--- src/rtl/i2c_bc_pkg.sv ---
package i2c_bc_pkg;
  typedef enum logic [2:0] {
    ST_IDLE  = 3'd0,
    ST_RLOW  = 3'd1,
    ST_RHIGH = 3'd2,
    ST_SETUP = 3'd3,
    ST_OWN   = 3'd4,
    ST_DRAIN = 3'd5
  } bc_state_t;

  localparam int unsigned FLAG_ERR   = 0;
  localparam int unsigned FLAG_START = 1;
  localparam int unsigned NUM_FLAGS  = 2;
endpackage

--- src/rtl/i2c_bc_pulse_cnt.sv ---
module i2c_bc_pulse_cnt #(
  parameter int unsigned MAX_PULSES = 9,
  localparam int unsigned CW = $clog2(MAX_PULSES + 1)
) (
  input  logic          clk,
  input  logic          rst_n,
  input  logic          clr,
  input  logic          inc,
  output logic [CW-1:0] count,
  output logic          at_limit
);
  always_ff @(posedge clk or negedge rst_n) begin
    if (!rst_n)
      count <= '0;
    else if (clr)
      count <= '0;
    else if (inc && !at_limit)
      count <= count + 1'b1;
  end

  assign at_limit = (count == CW'(MAX_PULSES));
endmodule

--- src/rtl/i2c_bc_flag.sv ---
module i2c_bc_flag (
  input  logic clk,
  input  logic rst_n,
  input  logic set,
  input  logic clr,
  output logic q
);
  // set has priority over a coincident clear
  always_ff @(posedge clk or negedge rst_n) begin
    if (!rst_n)
      q <= 1'b0;
    else if (set)
      q <= 1'b1;
    else if (clr)
      q <= 1'b0;
  end
endmodule

--- src/rtl/i2c_bc_fsm.sv ---
module i2c_bc_fsm
  import i2c_bc_pkg::*;
(
  input  logic      clk,
  input  logic      rst_n,
  input  logic      tick,
  input  logic      start_req,
  input  logic      sda_in,
  input  logic      at_limit,
  output logic      cnt_clr,
  output logic      cnt_inc,
  output logic      ev_start,
  output logic      ev_fail,
  output logic      scl_o,
  output logic      sda_o,
  output logic      start_done,
  output logic      req_clr,
  output bc_state_t state
);
  bc_state_t nxt;
  logic      scl_n, sda_n;

  always_comb begin
    nxt      = state;
    scl_n    = scl_o;
    sda_n    = sda_o;
    cnt_clr  = 1'b0;
    cnt_inc  = 1'b0;
    ev_start = 1'b0;
    ev_fail  = 1'b0;
    unique case (state)
      ST_IDLE: begin
        scl_n = 1'b1;
        sda_n = 1'b1;
        if (start_req && tick) begin
          cnt_clr = 1'b1;
          if (sda_in) begin
            nxt   = ST_SETUP;
            sda_n = 1'b0;
          end else begin
            nxt   = ST_RLOW;
            scl_n = 1'b0;
          end
        end
      end
      ST_RLOW: begin
        if (tick) begin
          nxt     = ST_RHIGH;
          scl_n   = 1'b1;
          cnt_inc = 1'b1;
        end
      end
      ST_RHIGH: begin
        if (tick) begin
          if (sda_in) begin
            nxt   = ST_SETUP;
            sda_n = 1'b0;
          end else if (at_limit) begin
            nxt     = ST_DRAIN;
            ev_fail = 1'b1;
          end else begin
            nxt   = ST_RLOW;
            scl_n = 1'b0;
          end
        end
      end
      ST_SETUP: begin
        if (tick) begin
          nxt      = ST_OWN;
          scl_n    = 1'b0;
          ev_start = 1'b1;
        end
      end
      ST_OWN: begin
        if (!start_req) begin
          nxt   = ST_IDLE;
          scl_n = 1'b1;
          sda_n = 1'b1;
        end
      end
      ST_DRAIN: begin
        if (!start_req) nxt = ST_IDLE;
      end
      default: begin
        nxt   = ST_IDLE;
        scl_n = 1'b1;
        sda_n = 1'b1;
      end
    endcase
  end

  always_ff @(posedge clk or negedge rst_n) begin
    if (!rst_n) begin
      state      <= ST_IDLE;
      scl_o      <= 1'b1;
      sda_o      <= 1'b1;
      start_done <= 1'b0;
      req_clr    <= 1'b0;
    end else begin
      state      <= nxt;
      scl_o      <= scl_n;
      sda_o      <= sda_n;
      start_done <= ev_start;
      req_clr    <= ev_fail;
    end
  end
endmodule

--- src/rtl/i2c_start_clear.sv ---
module i2c_start_clear
  import i2c_bc_pkg::*;
#(
  parameter int unsigned MAX_PULSES = 9,
  localparam int unsigned CW = $clog2(MAX_PULSES + 1)
) (
  input  logic clk,
  input  logic rst_n,
  input  logic tick,
  input  logic start_req,
  input  logic sda_in,
  input  logic clr_err,
  input  logic clr_start,
  output logic scl_o,
  output logic sda_o,
  output logic start_req_clr,
  output logic start_done,
  output logic err_flag,
  output logic start_flag
);
  bc_state_t             fsm_state;
  logic [CW-1:0]         pulse_cnt;
  logic                  at_limit, cnt_clr, cnt_inc, ev_start, ev_fail;
  logic [NUM_FLAGS-1:0]  flag_set, flag_clr, flag_q;

  i2c_bc_fsm u_fsm (
    .clk        (clk),
    .rst_n      (rst_n),
    .tick       (tick),
    .start_req  (start_req),
    .sda_in     (sda_in),
    .at_limit   (at_limit),
    .cnt_clr    (cnt_clr),
    .cnt_inc    (cnt_inc),
    .ev_start   (ev_start),
    .ev_fail    (ev_fail),
    .scl_o      (scl_o),
    .sda_o      (sda_o),
    .start_done (start_done),
    .req_clr    (start_req_clr),
    .state      (fsm_state)
  );

  i2c_bc_pulse_cnt #(.MAX_PULSES(MAX_PULSES)) u_cnt (
    .clk      (clk),
    .rst_n    (rst_n),
    .clr      (cnt_clr),
    .inc      (cnt_inc),
    .count    (pulse_cnt),
    .at_limit (at_limit)
  );

  assign flag_set[FLAG_ERR]   = ev_fail;
  assign flag_set[FLAG_START] = ev_fail | ev_start;
  assign flag_clr[FLAG_ERR]   = clr_err;
  assign flag_clr[FLAG_START] = clr_start;

  for (genvar g = 0; g < NUM_FLAGS; g++) begin : g_flag
    i2c_bc_flag u_flag (
      .clk   (clk),
      .rst_n (rst_n),
      .set   (flag_set[g]),
      .clr   (flag_clr[g]),
      .q     (flag_q[g])
    );
  end

  assign err_flag   = flag_q[FLAG_ERR];
  assign start_flag = flag_q[FLAG_START];
endmodule

--- config.mk ---
export PLATFORM = sky130hd
export DESIGN_NAME = i2c_start_clear
export DESIGN_NICKNAME = d
export VERILOG_FILES = /design/src/rtl/i2c_bc_pkg.sv /design/src/rtl/i2c_bc_pulse_cnt.sv /design/src/rtl/i2c_bc_flag.sv /design/src/rtl/i2c_bc_fsm.sv /design/src/rtl/i2c_start_clear.sv
export SDC_FILE = /design/constraint.sdc
export NUM_CORES = 1
export LEC_CHECK = 0
export BUFFER_PORTS_ARGS = -buffer_cell sky130_fd_sc_hd__buf_2
export CAP_MARGIN = 20
export CORE_MARGIN = 2
export CORE_UTILIZATION = 45
export DETAILED_ROUTE_END_ITERATION = 7
export HOLD_SLACK_MARGIN = 0.12
export PLACE_DENSITY = 0.69
export SYNTH_ARGS = -nofsm -noshare
export SYNTH_HDL_FRONTEND = slang
export SYNTH_SLANG_ARGS = --single-unit
--- constraint.sdc ---
create_clock -name clk -period 1.3 [get_ports clk]
set_input_delay 0 -clock clk [delete_from_list [all_inputs] [get_ports clk]]
set_output_delay 0 -clock clk [all_outputs]
set_load 0.005 [all_outputs]
==> impl_metrics.json, run 1 <==
{
  "outcome": "finished, violations left",
  "violations": "negative setup slack",
  "portBuffers": 12,
  "vdd_drop_max_mv": 1.232,
  "grt_usage": 0.1976,
  "slowest_delay_ns": 0.39,
  "dp_worst_setup_slack_ns": -0.07333,
  "hold_viol": 0,
  "critPathRequiredTime_ns": 1.52,
  "tightest_slew_ns": 0.3015,
  "die_w_um": 43.95,
  "cp_cell_sequence": "inv_1 -> ha_2 -> nand3b_4 -> a2111o_1 -> a31oi_1 -> a21oi_1",
  "period_share": 1.071,
  "slew_viol_final": 0,
  "cts_buffers": 3,
  "final_common_cell": "buf_2",
  "start_util": 0.4767,
  "crit_path_max_fanout": 2,
  "hp-class": "primary input to asynchronous set/reset pin",
  "die_y_um": 43.95,
  "setup_slack_ns": -0.09294,
  "first_iter_violations": 13,
  "clk_path_buf_depth": 2,
  "finalNetCount": 110,
  "cap_violations": 0,
  "yosysSeqAreaShare": 0.4564,
  "async_reset_ff_frac": 1.000,
  "worst_r2r_path_depth": 6,
  "yosys_most_used_dff": "dfrtp_1",
  "route.detailed.drc": 0,
  "cp.arrival_ns": 1.61,
  "netlist_area_um2": 718.2,
  "ys_seq_elements": 13,
  "reg2reg_to": "u_fsm.scl_o$_DFFE_PN1P_",
  "ant_nets": 0,
  "grt_max_degree": 14,
  "fmax_mhz": 717.9,
  "grt_pass1_wl_um": 2725,
  "start_kind": "flop",
  "core_um2": 1506,
  "rrSetupSlack_ns": -0.09,
  "critical_path_class": "flop to flop",
  "rsz0062_at_grt": "true",
  "setup_viol": 1,
  "cp_slowest_cell": "a2111o_1",
  "wl_per_cell_um": 13.68,
  "cts-root-buf": "clkbuf_4",
  "clk_latency_ns": 0.28,
  "path_clk_slew_ns": 0.08,
  "synth_edf_count": 0,
  "first_pass_iters": 4,
  "ys_warn_count": 0,
  "leakage_nw": 0.4952,
  "die-area_um2": 1932,
  "p_per_area_nw_per_um2": 1765,
  "place.gp.congestion": 0.8003,
  "hpwl_um": 1201,
  "syn_area_per_cell_um2": 9.576,
  "period_needed_ns": 1.393,
  "postCtsSetupRepairBufs": 0,
  "drive_gt1_frac": 0.3300,
  "n_antenna_cell": 0,
  "cts_tree": "built",
  "row_count": 14,
  "synth_cells": 75,
  "grt_pass1_vias": 611,
  "antenna_found_initial": 0,
  "skew_ns": 0.001445,
  "holdWs_ns": 0.1227,
  "r2r-start": "u_cnt.count[1]$_DFFE_PN0P_",
  "viasPerCell": 5.414,
  "endpoint_kind": "flop",
  "synthToLayoutAreaGrowth_pct": 33.45,
  "pin_count": 13,
  "synth_cell_types": 34,
  "max_slew_margin": 0.7975,
  "grt_overflow_total": 0,
  "cts.sinks": 13,
  "vias": 628,
  "final_cell_mix": "buf_2, dfrtp_1, nor2_1",
  "synth_fp_nets": 84,
  "htreeDepth": 1,
  "drt_wl_total_um": 1587
}
state kept, by name, summed over array words and instances, names as in the netlist:
| signal | flops |
|---|---|
| u_fsm.req_clr | 1 |
| g_flag.u_flag.q | 2 |
| u_fsm.state | 3 |
| u_fsm.scl_o | 1 |
| u_fsm.sda_o | 1 |
| u_cnt.count | 4 |
| u_fsm.start_done | 1 |
Yosys cell counts, drive strengths merged, types with 2 or more instances:
library cell  instances  area [um2]
buf                   4       25.02
a21oi                 7       35.03
nand2                 4       15.01
and3                  2       12.51
inv                   4       15.01
ha                    2       25.02
dfrtp                11       275.3
nand3b                2       27.53
o21ai                 4       20.01
xor2                  2       17.52
dfstp                 2       52.55
a21o                  2       15.01
nor2                 10       40.04
nand3                 2       10.01
and2                  2       12.51
per-stage QoR:
step	area (um2)	util	setup TNS, ns	power (W)	std cells
after floorplan	720.7	-	-0.03284	0.001133	75
after global placement	840.8	0.5581	-0.04452	0.001351	106
after detailed placement	840.8	0.5581	-0.1538	0.001389	106
after CTS	948.4	0.6296	-0.08968	0.001687	116
after global routing	958.4	0.6362	-0.2204	0.001815	116
final	958.4	0.6362	-0.09294	0.001692	116
how the worst max path moves through the flow:
stage                                           from                       to  slack [ns]  depth (start not counted)
final                     u_cnt.count[1]$_DFFE_PN0P_  u_fsm.scl_o$_DFFE_PN1P_       -0.09                          6
after global routing      u_cnt.count[1]$_DFFE_PN0P_  u_fsm.scl_o$_DFFE_PN1P_       -0.18                          6
after detailed placement  u_cnt.count[1]$_DFFE_PN0P_  u_fsm.scl_o$_DFFE_PN1P_       -0.07                          6
after floorplan           u_cnt.count[1]$_DFFE_PN0P_  u_fsm.scl_o$_DFFE_PN1P_       -0.03                          6
after global placement    u_cnt.count[1]$_DFFE_PN0P_  u_fsm.scl_o$_DFFE_PN1P_       -0.03                          6
after CTS                 u_cnt.count[1]$_DFFE_PN0P_  u_fsm.scl_o$_DFFE_PN1P_       -0.09                          6
critical path: cells and delay by family, from the launching register on:
family                   cells  cell delay, ns
AND/OR/NAND/NOR              1            0.09
flip-flops                   1            0.38
adder cells (fa/ha/maj)      1            0.18
AO/OA/AOI/OAI                3            0.61
buffers and inverters        1            0.06
timing repair:
| action | 4_1_cts | 5_1_grt |
|---|---|---|
| hold buffers | 6 | 0 |
| cloned | 0 | 0 |
| pin swaps | 0 | 4 |
| gates resized for setup | 3 | 2 |
| hold endpoints to repair | 20 | 0 |
| setup endpoints to repair | 5 | 5 |
cell families after synthesis:
group                      synth area share
buffers and inverters               0.06096
AOI/OAI and AO/OA                    0.1655
DFF                                  0.4564
adders and majority gates           0.03484
and+or+nand+nor                      0.2456
xor gates and xnor gates            0.03659
report_power, final:
part | switching (W) | leakage [nW] | internal [W]
registers | 0.000113 | 0.167 | 0.000551
logic | 0.000402 | 0.310 | 0.000365
clock network | 0.000146 | 0.0177 | 0.000114
per-layer routing:
| metal | vias up | GRT usage | share of wire |
|---|---|---|---|
| li1 | 306 | - | - |
| met1 | 297 | 0.2427 | 0.41 |
| met2 | 20 | 0.3235 | 0.52 |
| met3 | 5 | 0.03750 | 0.041 |
| met4 | 0 | 0.1091 | 0.022 |
| met5 | - | 0 | 0 |
layout make-up:
cell class / instances / area [um2]
Sequential cell: 13 / 327.8
Inverter: 5 / 18.77
Tap cell: 16 / 20.02
Clock buffer: 3 / 22.52
Timing Repair Buffer: 25 / 185.2
Clock inverter: 1 / 5.005
Multi-Input combinational cell: 53 / 379.1
Fill cell: 142 / 548.0
No activity file was read; power rests on OpenSTA's default activity.
==> inputs of run 2 (changes only) <==
--- a/config.mk
+++ b/config.mk
@@ -8,10 +8,9 @@
 export BUFFER_PORTS_ARGS = -buffer_cell sky130_fd_sc_hd__buf_2
 export CAP_MARGIN = 20
 export CORE_MARGIN = 2
-export CORE_UTILIZATION = 45
+export CORE_UTILIZATION = 40
 export DETAILED_ROUTE_END_ITERATION = 7
 export HOLD_SLACK_MARGIN = 0.12
-export PLACE_DENSITY = 0.69
 export SYNTH_ARGS = -nofsm -noshare
 export SYNTH_HDL_FRONTEND = slang
 export SYNTH_SLANG_ARGS = --single-unit
==> run 2 against run 1 <==
Against the previous run: the run still ends with negative setup slack left; combinational power increased by 3.5%; via count increased by 2.4%; clock-buffer cell count unchanged; worst hold slack improved by 0.0077 ns; clock skew about the same.
==> impl_metrics.json, run 2 (synthesis results as in run 1) <==
{
  "placed_area_um2": 862.1,
  "grt_usage": 0.1614,
  "ant_nets": 0,
  "final_cell_mix": "buf_2, buf_4, nor2_1",
  "skew_ns": 0.001767,
  "final_common_cell": "buf_2",
  "violations": "negative setup slack",
  "hpwl_um": 1063,
  "grt_max_degree": 14,
  "synthToLayoutAreaGrowth_pct": 39.89,
  "critPathRequiredTime_ns": 1.51,
  "cts.sinks": 13,
  "vias": 643,
  "fmax_mhz": 736.3,
  "route.detailed.drc": 0,
  "clk_path_buf_depth": 2,
  "hp-class": "primary input to asynchronous set/reset pin",
  "reg2reg_to": "u_fsm.scl_o$_DFFE_PN1P_",
  "vdd_drop_max_mv": 1.104,
  "wl_per_cell_um": 12.48,
  "outcome": "finished, violations left",
  "period_share": 1.045,
  "grt_pass1_wl_um": 2380,
  "n_antenna_cell": 0,
  "clk_latency_ns": 0.27,
  "core_um2": 1708,
  "first_iter_violations": 7,
  "start_kind": "flop",
  "period_needed_ns": 1.358,
  "critical_path_class": "flop to flop",
  "grt_overflow_total": 0,
  "instances_no_fill": 129,
  "p_per_area_nw_per_um2": 1749,
  "regMostFlops": "u_cnt.count",
  "largest_reg_flops": 4,
  "path_clk_slew_ns": 0.09,
  "cts-root-buf": "clkbuf_4",
  "slew_viol_final": 0,
  "fin_area_um2": 1005,
  "first_pass_iters": 4,
  "crit_end": "u_fsm.scl_o$_DFFE_PN1P_",
  "tightest_slew_ns": 0.2744,
  "worst_r2r_path_depth": 6,
  "timing.critical_path.from": "u_cnt.count[1]$_DFFE_PN0P_",
  "cts_tree": "built",
  "hold_viol": 0,
  "cts_buffers": 3,
  "setup_slack_ns": -0.05810,
  "pin_count": 13,
  "cp.arrival_ns": 1.57,
  "finalNetCount": 114,
  "crit_path_max_fanout": 3,
  "rsz0062_at_grt": "true",
  "finalPower_w": 0.001757,
  "max_slew_margin": 0.8157,
  "rrSetupSlack_ns": -0.06,
  "die-area_um2": 2151,
  "drt_wl_total_um": 1610,
  "place.gp.congestion": 0.8575,
  "r2r-start": "u_cnt.count[1]$_DFFE_PN0P_",
  "row_count": 15,
  "drive_gt1_frac": 0.3942,
  "holdWs_ns": 0.1304,
  "setup_tns_ns": -0.05846,
  "nFillCells": 142,
  "portBuffers": 12,
  "endpoint_kind": "flop",
  "dp_cells": 118,
  "start_util": 0.4205,
  "htreeDepth": 1,
  "setup_viol": 2,
  "top_regs": "u_cnt.count: 4 flops, u_fsm.state: 3 flops, g_flag.u_flag.q: 2 flops",
  "die_y_um": 46.38,
  "viasPerCell": 4.984,
  "die_w_um": 46.38,
  "grt_pass1_vias": 551,
  "cap_violations": 0,
  "antenna_found_initial": 0,
  "leakage_nw": 0.5024
}
## run 2: area by class of cell
cell class                 instances  area [um2]  share of cell area
clock buffer                       3       22.52             0.02242
inverter                           5       18.77             0.01868
sequential                        13       331.6              0.3300
timing repair buffer              29       202.7              0.2017
multi-input combinational         53       392.9              0.3910
tap                               25       31.28             0.03113
clock inverter                     1       5.005            0.004981
## run 2: worst min path at each step
stage               start  slack (ns)  cells after the start                        endpoint
global route        rst_n        0.16                      2      u_cnt.count[1]$_DFFE_PN0P_
CTS                 rst_n        0.14                      2      u_cnt.count[1]$_DFFE_PN0P_
floorplan           rst_n       -0.30                      0  g_flag[0].u_flag.q$_DFFE_PN0P_
global placement    rst_n       -0.10                      1      u_cnt.count[0]$_DFFE_PN0P_
finish              rst_n        0.13                      2      u_fsm.start_done$_DFF_PN0_
detailed placement  rst_n        -0.1                      1      u_cnt.count[1]$_DFFE_PN0P_
## run 2: where the power goes
group | switching (W) | internal, W
Sequential | 0.000148 | 0.000560
Combinational | 0.000388 | 0.000406
Clock | 0.000141 | 0.000114
Total | 0.000677 | 0.00108
## run 2: layer usage
layer / up-vias / routed length, um / global-route usage
li1: 323 / - / -
met1: 310 / 738 / 0.2157
met2: 8 / 822 / 0.2472
met3: 2 / 39 / 0.02745
met4: 0 / 10 / 0.08571
met5: - / 0 / 0
## run 2: per-stage QoR
step | util | setup slack [ns]
finish | 0.5883 | -0.05810
global route | 0.5883 | -0.1414
CTS | 0.5590 | -0.06801
detailed placement | 0.5048 | -0.04998
global placement | 0.5048 | -0.05124
floorplan | - | -0.03284
## run 2: repair_timing
| action | in CTS | in global routing |
|---|---|---|
| endpoints found under the setup margin | 4 | 10 |
| pin swaps | 1 | 3 |
| hold buffers | 6 | 0 |
| hold endpoints to repair | 20 | 0 |
| gates resized for setup | 1 | 10 |
| buffers inserted | 0 | 1 |
## run 2: worst max-delay path: stages, from the launching register on
cell,delay [ns]
dfrtp_1,0.39
inv_1,0.06
ha_2,0.18
nand3b_4,0.08
a2111o_1,0.39
a31oi_1,0.14
a21oi_1,0.06
==> inputs of run 3 (changes only) <==
--- a/config.mk
+++ b/config.mk
@@ -7,10 +7,13 @@
 export LEC_CHECK = 0
 export BUFFER_PORTS_ARGS = -buffer_cell sky130_fd_sc_hd__buf_2
 export CAP_MARGIN = 20
+export CELL_PAD_IN_SITES_DETAIL_PLACEMENT = 0
+export CELL_PAD_IN_SITES_GLOBAL_PLACEMENT = 1
 export CORE_MARGIN = 2
-export CORE_UTILIZATION = 40
+export CORE_UTILIZATION = 36
 export DETAILED_ROUTE_END_ITERATION = 7
 export HOLD_SLACK_MARGIN = 0.12
+export PLACE_DENSITY_LB_ADDON = 0.1
 export SYNTH_ARGS = -nofsm -noshare
 export SYNTH_HDL_FRONTEND = slang
 export SYNTH_SLANG_ARGS = --single-unit
==> run 3 against run 2 <==
Against the previous run: sequential share of layout area is 0.13 points lower; first-iteration DRC count down 29%; final cell count up 2.3%; clock power about the same; utilization fell by 6.7 points; the run still ends with negative setup slack left; design area down 0.37%.
==> impl_metrics.json, run 3 (synthesis results as in run 1) <==
{
  "crit_path_max_fanout": 5,
  "core_um2": 1922,
  "first_iter_violations": 5,
  "path_clk_slew_ns": 0.08,
  "portBuffers": 12,
  "grt_pass1_wl_um": 2649,
  "row_count": 16,
  "vias": 628,
  "top_regs": "u_cnt.count: 4 flops, u_fsm.state: 3 flops, g_flag.u_flag.q: 2 flops",
  "die_w_um": 48.67,
  "share_comb_of_total_power": 0.495,
  "grt_usage": 0.1504,
  "cts_buffers": 3,
  "n_antenna_cell": 0,
  "slew_viol_final": 0,
  "cp.arrival_ns": 1.56,
  "seqPwrFrac": 0.366,
  "tightest_slew_ns": 0.2912,
  "period_share": 1.029,
  "leakage_nw": 0.5103,
  "vdd_drop_max_mv": 1.117,
  "p_sw_frac": 0.3585,
  "cts-root-buf": "clkbuf_4",
  "wl_per_cell_um": 11.25,
  "die_y_um": 48.67,
  "instances_no_fill": 132,
  "critPathRequiredTime_ns": 1.52,
  "timing.critical_path.from": "u_cnt.count[1]$_DFFE_PN0P_",
  "drive_gt1_frac": 0.3905,
  "clk_latency_ns": 0.28,
  "clk_path_buf_depth": 2,
  "cap_violations": 0,
  "hp-class": "primary input to asynchronous set/reset pin",
  "place.gp.congestion": 0.7391,
  "grt_max_degree": 14,
  "setup_tns_ns": -0.03749,
  "start_util": 0.3737,
  "start_kind": "flop",
  "largest_reg_flops": 4,
  "cts_tree": "built",
  "r2r-start": "u_cnt.count[1]$_DFFE_PN0P_",
  "outcome": "finished, violations left",
  "violations": "negative setup slack",
  "first_pass_iters": 4,
  "antenna_found_initial": 0,
  "die-area_um2": 2368,
  "ant_nets": 0,
  "drt_wl_total_um": 1485,
  "grt_pass1_vias": 610,
  "setup_slack_ns": -0.03749,
  "critical_path_class": "flop to flop",
  "endpoint_kind": "flop",
  "htreeDepth": 1,
  "fmax_mhz": 747.7,
  "max_slew_margin": 0.8059,
  "cts.sinks": 13,
  "dp_cells": 121,
  "route.detailed.drc": 0,
  "p_per_area_nw_per_um2": 1824,
  "grt_overflow_total": 0,
  "rsz0062_at_grt": "true",
  "period_needed_ns": 1.337,
  "hpwl_um": 1057,
  "pin_count": 13,
  "final_cell_mix": "buf_2, buf_4, dfrtp_1",
  "regMostFlops": "u_cnt.count",
  "p_int_w": 0.001171,
  "viasPerCell": 4.758,
  "setup_viol": 1,
  "synthToLayoutAreaGrowth_pct": 39.37,
  "skew_ns": 0.005604,
  "hold_viol": 0,
  "pwr-share-clk": 0.140,
  "p_switching_w": 0.0006545,
  "finalNetCount": 115
}
[run 3: timing repair]
| item | CTS | global route |
|---|---|---|
| endpoints found under the hold margin | 20 | 0 |
| endpoints found under the setup margin | 2 | 6 |
| hold buffers | 5 | 0 |
| gates resized for setup | 0 | 7 |
| setup buffers | 1 | 1 |
[run 3: critical path, cell delays in order, from the launching register on]
cell and delay [ns]:
dfrtp_1 0.41, inv_2 0.07, ha_4 0.13, nand3b_4 0.09, a2111o_1 0.39, a31oi_1 0.13, a21oi_1 0.05
[run 3: worst paths after layout]
| kind | to | slack [ns] | cells past startpoint |
|---|---|---|---|
| min in group clk | u_fsm.state[0]$_DFFE_PN0P_ | 0.17 | 3 |
| setup / recovery | u_fsm.scl_o$_DFFE_PN1P_ | -0.04 | 6 |
| hold reg to reg | g_flag[0].u_flag.q$_DFFE_PN0P_ | 0.48 | 1 |
| setup reg to reg | u_fsm.scl_o$_DFFE_PN1P_ | -0.04 | 6 |
| hold / removal | u_fsm.req_clr$_DFF_PN0_ | 0.12 | 2 |
| max in group asynchronous | u_fsm.sda_o$_DFFE_PN1P_ | 0.89 | 2 |
[run 3: power groups by stage]
| stage | sequential [W] | clock (W) | combinational (W) |
|---|---|---|---|
| after global routing | 0.000690 | 0.000290 | 0.00101 |
| final | 0.000668 | 0.000255 | 0.000903 |
| after global placement | 0.000673 | 0 | 0.000810 |
| after detailed placement | 0.000668 | 0 | 0.000810 |
| after floorplan | 0.000635 | 0 | 0.000498 |
| after CTS | 0.000660 | 0.000273 | 0.000858 |
[run 3: layout make-up]
cell class,instances,area (um2)
fill,200,920.9
multi-input combinational,53,372.9
sequential,13,329.1
timing repair buffer,30,220.2
tap,27,33.78
clock buffer,4,26.28
inverter,5,18.77
[run 3: per-stage QoR]
step                      setup slack, ns  hold slack, ns    util  total power (W)  instance area [um2]
after floorplan                  -0.03284         -0.2956       -         0.001133                720.7
after global placement           -0.04270        -0.09939  0.4603         0.001482                884.6
after detailed placement         -0.05715        -0.09948  0.4603         0.001478                884.6
after CTS                        -0.08949          0.1265  0.5039         0.001791                968.4
after global routing             -0.08911          0.1602  0.5208         0.001992                 1001
final                            -0.03749          0.1225  0.5208         0.001826                 1001
[run 3: routing by layer]
| metal | global-route usage | part of all wire | wire length, um |
|---|---|---|---|
| met4 | 0.1143 | 0.024 | 36 |
| met5 | 0 | 0 | 0 |
| met2 | 0.2329 | 0.47 | 695 |
| met3 | 0.01852 | 0.037 | 55 |
| met1 | 0.1906 | 0.47 | 697 |
